--- config.mk ---
export PLATFORM = sky130hd
export DESIGN_NAME = pattern_a12_seq
export DESIGN_NICKNAME = d
export VERILOG_FILES = /design/src/rtl/pattern_a12_pkg.sv /design/src/rtl/dot_line_counter.sv /design/src/rtl/fetch_slot_decode.sv /design/src/rtl/pattern_a12_seq.sv
export SDC_FILE = /design/constraint.sdc
export NUM_CORES = 1
export LEC_CHECK = 0
export ABC_CLOCK_PERIOD_IN_PS = 2000
export BUFFER_PORTS_ARGS = -buffer_cell sky130_fd_sc_hd__buf_2
export CAP_MARGIN = 20
export CORE_UTILIZATION = 30
export DETAILED_ROUTE_END_ITERATION = 10
export PLACE_DENSITY_LB_ADDON = 0.15
export SLEW_MARGIN = 20
export SYNTH_ARGS = -nofsm -noshare
export SYNTH_HDL_FRONTEND = slang
export SYNTH_SLANG_ARGS = --single-unit
--- constraint.sdc ---
create_clock -name clk -period 2 [get_ports clk]
set_input_delay 0.6 -clock clk [delete_from_list [all_inputs] [get_ports clk]]
set_output_delay 0.6 -clock clk [all_outputs]
set_load 0.005 [all_outputs]
--- src/rtl/pattern_a12_pkg.sv ---
package pattern_a12_pkg;

  typedef enum logic [1:0] {
    FETCH_BG   = 2'd0,
    FETCH_SPR  = 2'd1,
    FETCH_IDLE = 2'd2
  } fetch_kind_e;

endpackage

--- src/rtl/dot_line_counter.sv ---
module dot_line_counter #(
  parameter int DOTS_PER_LINE = 341,
  parameter int LINES         = 262,
  localparam int DW = $clog2(DOTS_PER_LINE),
  localparam int LW = $clog2(LINES)
) (
  input  logic          clk,
  input  logic          rst,
  output logic [DW-1:0] dot_q,
  output logic [LW-1:0] line_q,
  output logic [DW-1:0] dot_nxt
);

  localparam logic [DW-1:0] LAST_DOT  = DW'(DOTS_PER_LINE - 1);
  localparam logic [LW-1:0] LAST_LINE = LW'(LINES - 1);

  logic wrap;
  logic [LW-1:0] line_nxt;

  always_comb begin
    wrap     = (dot_q == LAST_DOT);
    dot_nxt  = wrap ? '0 : dot_q + 1'b1;
    line_nxt = line_q;
    if (wrap) line_nxt = (line_q == LAST_LINE) ? '0 : line_q + 1'b1;
  end

  always_ff @(posedge clk) begin
    if (rst) begin
      dot_q  <= '0;
      line_q <= '0;
    end else begin
      dot_q  <= dot_nxt;
      line_q <= line_nxt;
    end
  end

endmodule

--- src/rtl/fetch_slot_decode.sv ---
module fetch_slot_decode
  import pattern_a12_pkg::*;
#(
  parameter int DOTS_PER_LINE = 341,
  parameter int SLOT_DOTS     = 8,
  parameter int BG_FRONT      = 32,
  parameter int SPR_SLOTS     = 8,
  parameter int BG_BACK       = 2,
  parameter int HI_OFFSET     = 4,
  parameter int HI_LEN        = 2,
  localparam int DW  = $clog2(DOTS_PER_LINE),
  localparam int SIW = (SPR_SLOTS > 1) ? $clog2(SPR_SLOTS) : 1,
  localparam int PW  = $clog2(SLOT_DOTS)
) (
  input  logic [DW-1:0]  dot,
  output fetch_kind_e    kind,
  output logic [SIW-1:0] spr_idx,
  output logic           in_hi
);

  localparam int SLOTS      = BG_FRONT + SPR_SLOTS + BG_BACK;
  localparam int SPR_FIRST  = BG_FRONT;
  localparam int SPR_END    = BG_FRONT + SPR_SLOTS;

  logic [DW-1:0] slot;
  logic [PW-1:0] phase;
  logic [DW-1:0] spr_off;

  always_comb begin
    slot    = dot >> PW;
    phase   = dot[PW-1:0];
    spr_off = slot - DW'(SPR_FIRST);
    spr_idx = spr_off[SIW-1:0];
    in_hi   = (int'(phase) >= HI_OFFSET) && (int'(phase) < HI_OFFSET + HI_LEN);
    if (int'(slot) >= SLOTS)
      kind = FETCH_IDLE;
    else if (int'(slot) >= SPR_FIRST && int'(slot) < SPR_END)
      kind = FETCH_SPR;
    else
      kind = FETCH_BG;
  end

endmodule

--- src/rtl/pattern_a12_seq.sv ---
module pattern_a12_seq
  import pattern_a12_pkg::*;
#(
  parameter int DOTS_PER_LINE = 341,
  parameter int LINES         = 262,
  parameter int SLOT_DOTS     = 8,
  parameter int BG_FRONT      = 32,
  parameter int SPR_SLOTS     = 8,
  parameter int BG_BACK       = 2,
  parameter int HI_OFFSET     = 4,
  parameter int HI_LEN        = 2,
  localparam int DW  = $clog2(DOTS_PER_LINE),
  localparam int LW  = $clog2(LINES),
  localparam int SIW = (SPR_SLOTS > 1) ? $clog2(SPR_SLOTS) : 1
) (
  input  logic                 clk,
  input  logic                 rst,
  input  logic                 render_en,
  input  logic                 bg_tbl,
  input  logic                 spr_tbl,
  input  logic                 spr_tall,
  input  logic [SPR_SLOTS-1:0] spr_slot_tbl,
  input  logic                 vram_a12,
  output logic [DW-1:0]        dot,
  output logic [LW-1:0]        line,
  output logic                 a12
);

  logic [DW-1:0]        dot_nxt;
  fetch_kind_e          kind;
  logic [SIW-1:0]       spr_idx;
  logic                 in_hi;
  logic [SPR_SLOTS-1:0] spr_sel;
  logic                 tbl_now;
  logic                 a12_nxt;

  dot_line_counter #(
    .DOTS_PER_LINE(DOTS_PER_LINE),
    .LINES        (LINES)
  ) u_cnt (
    .clk    (clk),
    .rst    (rst),
    .dot_q  (dot),
    .line_q (line),
    .dot_nxt(dot_nxt)
  );

  // Decode the dot that the next edge will show, so a12 lines up with dot.
  fetch_slot_decode #(
    .DOTS_PER_LINE(DOTS_PER_LINE),
    .SLOT_DOTS    (SLOT_DOTS),
    .BG_FRONT     (BG_FRONT),
    .SPR_SLOTS    (SPR_SLOTS),
    .BG_BACK      (BG_BACK),
    .HI_OFFSET    (HI_OFFSET),
    .HI_LEN       (HI_LEN)
  ) u_dec (
    .dot    (dot_nxt),
    .kind   (kind),
    .spr_idx(spr_idx),
    .in_hi  (in_hi)
  );

  for (genvar j = 0; j < SPR_SLOTS; j++) begin : g_spr_sel
    assign spr_sel[j] = spr_tall ? spr_slot_tbl[j] : spr_tbl;
  end

  always_comb begin
    unique case (kind)
      FETCH_BG:  tbl_now = bg_tbl;
      FETCH_SPR: tbl_now = spr_sel[spr_idx];
      default:   tbl_now = 1'b0;
    endcase
    a12_nxt = render_en ? (in_hi & tbl_now) : vram_a12;
  end

  always_ff @(posedge clk) begin
    if (rst) a12 <= 1'b0;
    else     a12 <= a12_nxt;
  end

endmodule

; Word-level counts from Yosys, hierarchy flattened
; Cells that the tools add are included.
[word_totals]
elab_cells = 35
inputBits = 15
output_inout_bits = 19
ff_bits = 19
[op_classes]
eq_ne = 3
bitwise_logic = 1
n_mux = 16
order_cmp = 6
reduce_logical = 3
n_addsub = 3
[op_table]
columns = cell, n
row1 = adder 9 x 1 -> 9 bit (second input constant), 2
row2 = equality test 9 bit (second input constant), 2
row3 = two-way mux 9 bit, 2
row4 = >= comparator 6 bit (second input constant), 2
row5 = two-way mux 1 bit, 11
row6 = less-than comparator 6 bit (second input constant), 1
row7 = less-than comparator 3 x 4 -> 1 bit (second input constant), 1
row8 = binary-select mux 1 bit (select 3 bit), 1
row9 = >= comparator 3 bit (second input constant), 1
row10 = less-than comparator 3 bit (second input constant), 1
row11 = subtractor 3 x 1 -> 3 bit (second input constant), 1
row12 = equality test 2 x 1 -> 1 bit (second input constant), 1
row13 = logical AND 1 bit, 2
row14 = zero test 2 bit, 1
row15 = two-way mux 2 bit, 1
row16 = case mux 1 bit (2 select lines), 1
row17 = AND 1 bit, 1

; Logic depth before layout (Yosys ltp)
[depth]
ltp_word = 10
depth_mapped = 9
depth_no_buf = 8

; Cells and area by module
; From an unflattened synthesis, not the netlist that was laid out.
[unflattened]
cells_unflattened = 123
area_unflattened_um2 = 1074.8
[by_module_without_submodules]
columns = mod, cells_per_inst, n_inst, area_per_inst_um2, seq_area_each_um2
row1 = dot_line_counter, 103, 1, 890.9, 360.3
row2 = pattern_a12_seq, 12, 1, 133.9, 20.0
row3 = fetch_slot_decode, 8, 1, 50.0, 0.0

; Worst setup path after synthesis
; OpenSTA, ideal clock, no wires.
[synth_path]
path_kind = reg-to-reg
from = reg u_cnt.dot_q[0]
to = reg a12
required_ns = 1.913
arrival_time_ns = 1.778
period_less_slack_ns = 1.865
setup_ns = 0.087
path_stages_with_launch = 10
path_buffers = 1
setup_slack_ns = 0.135
cell_sequence = dfxtp_1 inv_1 ha_1 and3_1 a31o_1 buf_6 nor4b_4 and4b_1 o31ai_1 o31ai_1
[synth_via]
elab_chain_cells = 10
word_cells_on_any_way = 20
classes_between = 2 x add/sub / 5 x order compare / 2 x eq/ne / 7 x mux / 1 x bitwise / 3 x reduce/logical
[synth_rtl]
columns = item, line_no
row1 = start: declaration, dot_line_counter.sv:9  ; output logic [DW-1:0] dot_q,
row2 = start signal: assignment, dot_line_counter.sv:32  ; dot_q <= dot_nxt;
row3 = adder 9 x 1 -> 9 bit or equality test 9 bit (tied branches), "dot_line_counter.sv:22, dot_line_counter.sv:21"
row4 = two-way mux 9 bit *, dot_line_counter.sv:22  ; dot_nxt = wrap ? '0 : dot_q + 1'b1;
row5 = >= comparator 6 bit or less-than comparator 6 bit (tied branches), fetch_slot_decode.sv:37  ; else if (int'(slot) >= SPR_FIRST && int'(slot) < SPR_END)
row6 = logical AND 1 bit, fetch_slot_decode.sv:37
row7 = two-way mux 1 bit, fetch_slot_decode.sv:37
row8 = two-way mux 2 bit, fetch_slot_decode.sv:35  ; if (int'(slot) >= SLOTS)
row9 = equality test 2 x 1 -> 1 bit or zero test 2 bit (tied branches), pattern_a12_seq.sv:69  ; unique case (kind)
row10 = case mux 1 bit (2 select lines), pattern_a12_seq.sv:69
row11 = AND 1 bit *, pattern_a12_seq.sv:74  ; a12_nxt = render_en ? (in_hi & tbl_now) : vram_a12;
row12 = two-way mux 1 bit *, pattern_a12_seq.sv:74
row13 = end signal: assignment, pattern_a12_seq.sv:79  ; else a12 <= a12_nxt;
row14 = end: declaration, pattern_a12_seq.sv:26  ; output logic a12
; Every way passes the cells marked *; elsewhere a longest branch is shown, timed or not. The select of a mux whose other input is x is not followed.
; A chain may end at the register's enable or synchronous reset.

; Worst setup path in the final report
[layout_path]
from = reg u_cnt.dot_q[1]
to = reg a12
; Same word-level chain as after synthesis.

==> results.tsv <==
metric	value	unit
grt_pass1_vias	995	
areaGrowthSynthToFinish	28.3	%
drt_pre_antenna_iters	4	
dieArea	3890	µm²
cp_data_required_time	2.22	ns
max_stage_delay	0.38	ns
synth_cell_types	35	
ys_warn_count	0	
outcome	finished clean	
dp_hpwl	2130	µm
maxCapViolCount	0	
cp_slowest_cell	dfxtp_2	
antenna_found_initial	0	
arrival	2.08	ns
finalSetupViolations	0	
clk_pin_slew	0.11	ns
grt_first_pass_wirelength	4420	µm
final_common_cell	buf_2	
fp.dieH	62.4	µm
clk_path_buf_depth	2	
clockRootBuffer	clkbuf_4	
htree_levels	1	
rr_startpoint	u_cnt.dot_q[1]	
start_util	0.320	
final.setup.tns	0	ns
synth_edf_count	0	
vias_per_cell	4.88	
path_class	flip-flop to flip-flop	
clk_latency	0.29	ns
overflow	0	
crit_chain	inv_2, ha_4, and3_4, a31o_4, nor4b_4, and4b_1, o31ai_2, o31ai_1	
synthCells	133	
power_density	479	nW/µm²
cts.sinks	19	
wire_per_inst	12.4	µm
cts_tree	done	
synth_area	1090	µm²
p_leak	0.614	nW
drtIter0Drc	61	
synth-seq-cells	19	
hold_path.class	input port to flip-flop	
die_w	62.4	µm
final_max_slew_viol_count	0	
nNetsFinal	193	
drive_gt1_frac	0.335	
ant_nets	0	
fin_util	0.411	
grt_max_degree	13	
std_cell_rows	21	
synth-seq-area-share	0.348	
synthArstFlopShare	0	
postSynthAreaPerCell	8.22	µm²
routabilityCongestion	0.962	
start_kind	flip-flop	
holdCritStartpoint	rst	
ios	34	
fmax	0.536	GHz
cp_top_family	simple AND/OR/NAND/NOR gates	
tightest_slew	0.374	ns
grt_use_total	0.142	
synth_nets	152	
finalHoldViolCount	0	
final_cell_mix	33 x buf_2, 24 x nor2_1, 17 x dfxtp_1	
hold_buffers	0	
synth_flop_cell	dfxtp_1	
routed_wl	2730	µm
critPathLaunch	u_cnt.dot_q[1]	
vias	1068	
fin_crit	1.87	ns
clock_skew	0.00282	ns
rsz0062_at_grt	false	
end_kind	flip-flop	
route.detailed.drc	0	
core	3420	µm²
antenna-diode-count	0	
vdd_drop_max	0.361	mV
path_buf_inv	1	
cp_max_fo	5	
portBuffers	33	
numCtsBuffers	3	
relSlewSlack	0.750	
period_share	0.933	
-- report_power, final --
group / switching [mW] / total [mW] / internal, mW
logic: 0.0411 / 0.0844 / 0.0433
clock network: 0.120 / 0.194 / 0.0744
registers: 0.00761 / 0.393 / 0.385
-- kinds of logic after synthesis --
family	Yosys count	synth area share
DFF	19	0.348
and+or+nand+nor	69	0.339
adders and majority gates	4	0.0458
xor gates and xnor gates	14	0.112
AOI/OAI and AO/OA	16	0.0973
muxes	1	0.00915
buffers and inverters	10	0.0492
-- Yosys cell counts (all sizes together), types with 2 or more instances --
cell type | count | area, µm²
a31o | 2 | 17.5
or3 | 3 | 23.8
a21oi | 4 | 20.0
o31ai | 2 | 15.0
and3 | 5 | 32.5
xor2 | 7 | 61.3
buf | 4 | 31.3
nand4 | 6 | 37.5
nand2 | 7 | 26.3
nand3 | 12 | 60.1
inv | 5 | 18.8
xnor2 | 7 | 61.3
dfxtp | 19 | 380
nor3 | 4 | 20.0
ha | 4 | 50.1
nor2b | 2 | 12.5
nor2 | 24 | 90.1
o21ai | 4 | 20.0
-- metal layers --
layer / up-vias / GRT usage / share of wire
met4: 0 / 0.0262 / 0.011
met2: 30 / 0.247 / 0.50
li1: 543 / - / -
met3: 4 / 0.0438 / 0.051
met5: - / 0 / 0
met1: 491 / 0.172 / 0.44
-- layout make-up --
type                            instances  area (µm²)
Multi-Input combinational cell        104         691
Timing Repair Buffer                   41         225
Sequential cell                        19         383
Clock inverter                          1        5.00
Tap cell                               46        57.6
Inverter                                5        18.8
Clock buffer                            3        22.5
Fill cell                             352        2010
-- flip-flops by register name, summed over array words and instances (netlist names) --
| name | cells |
|---|---|
| u_cnt.line_q | 9 |
| u_cnt.dot_q | 9 |
| a12 | 1 |
-- worst paths after layout --
| path | to | slack (ns) | cells past startpoint |
|---|---|---|---|
| worst max-delay path | a12 | 0.13 | 8 |
| worst min-delay path | u_cnt.dot_q[7] | 0.53 | 2 |
| worst max register to register | a12 | 0.13 | 8 |
| worst min register to register | u_cnt.line_q[7] | 0.53 | 2 |
-- metrics by stage --
step / area, µm² / setup slack (ns) / instances / hold WS (ns) / total power, mW
CTS: 1350 / 0.106 / 217 / 0.499 / 0.672
global route: 1400 / 0.0355 / 219 / 0.515 / 0.706
detailed placement: 1330 / 0.143 / 213 / 0.525 / 0.473
finish: 1400 / 0.134 / 219 / 0.528 / 0.671
floorplan: 1090 / 0.135 / 133 / 0.467 / 0.441
global placement: 1330 / 0.106 / 213 / 0.498 / 0.472
-- worst reg2reg max path, cell delays in order, from the launching register on --
cell	delay, ns
dfxtp_2	0.38
inv_2	0.06
ha_4	0.15
and3_4	0.14
a31o_4	0.23
nor4b_4	0.28
and4b_1	0.26
o31ai_2	0.07
o31ai_1	0.22
-- repair_timing --
action                                  4_1_cts  5_1_grt
endpoints found under the setup margin        0        1
gates resized for setup                       0        9
setup buffers                                 0        2
Note: power is estimated with default switching activity, not from simulation.
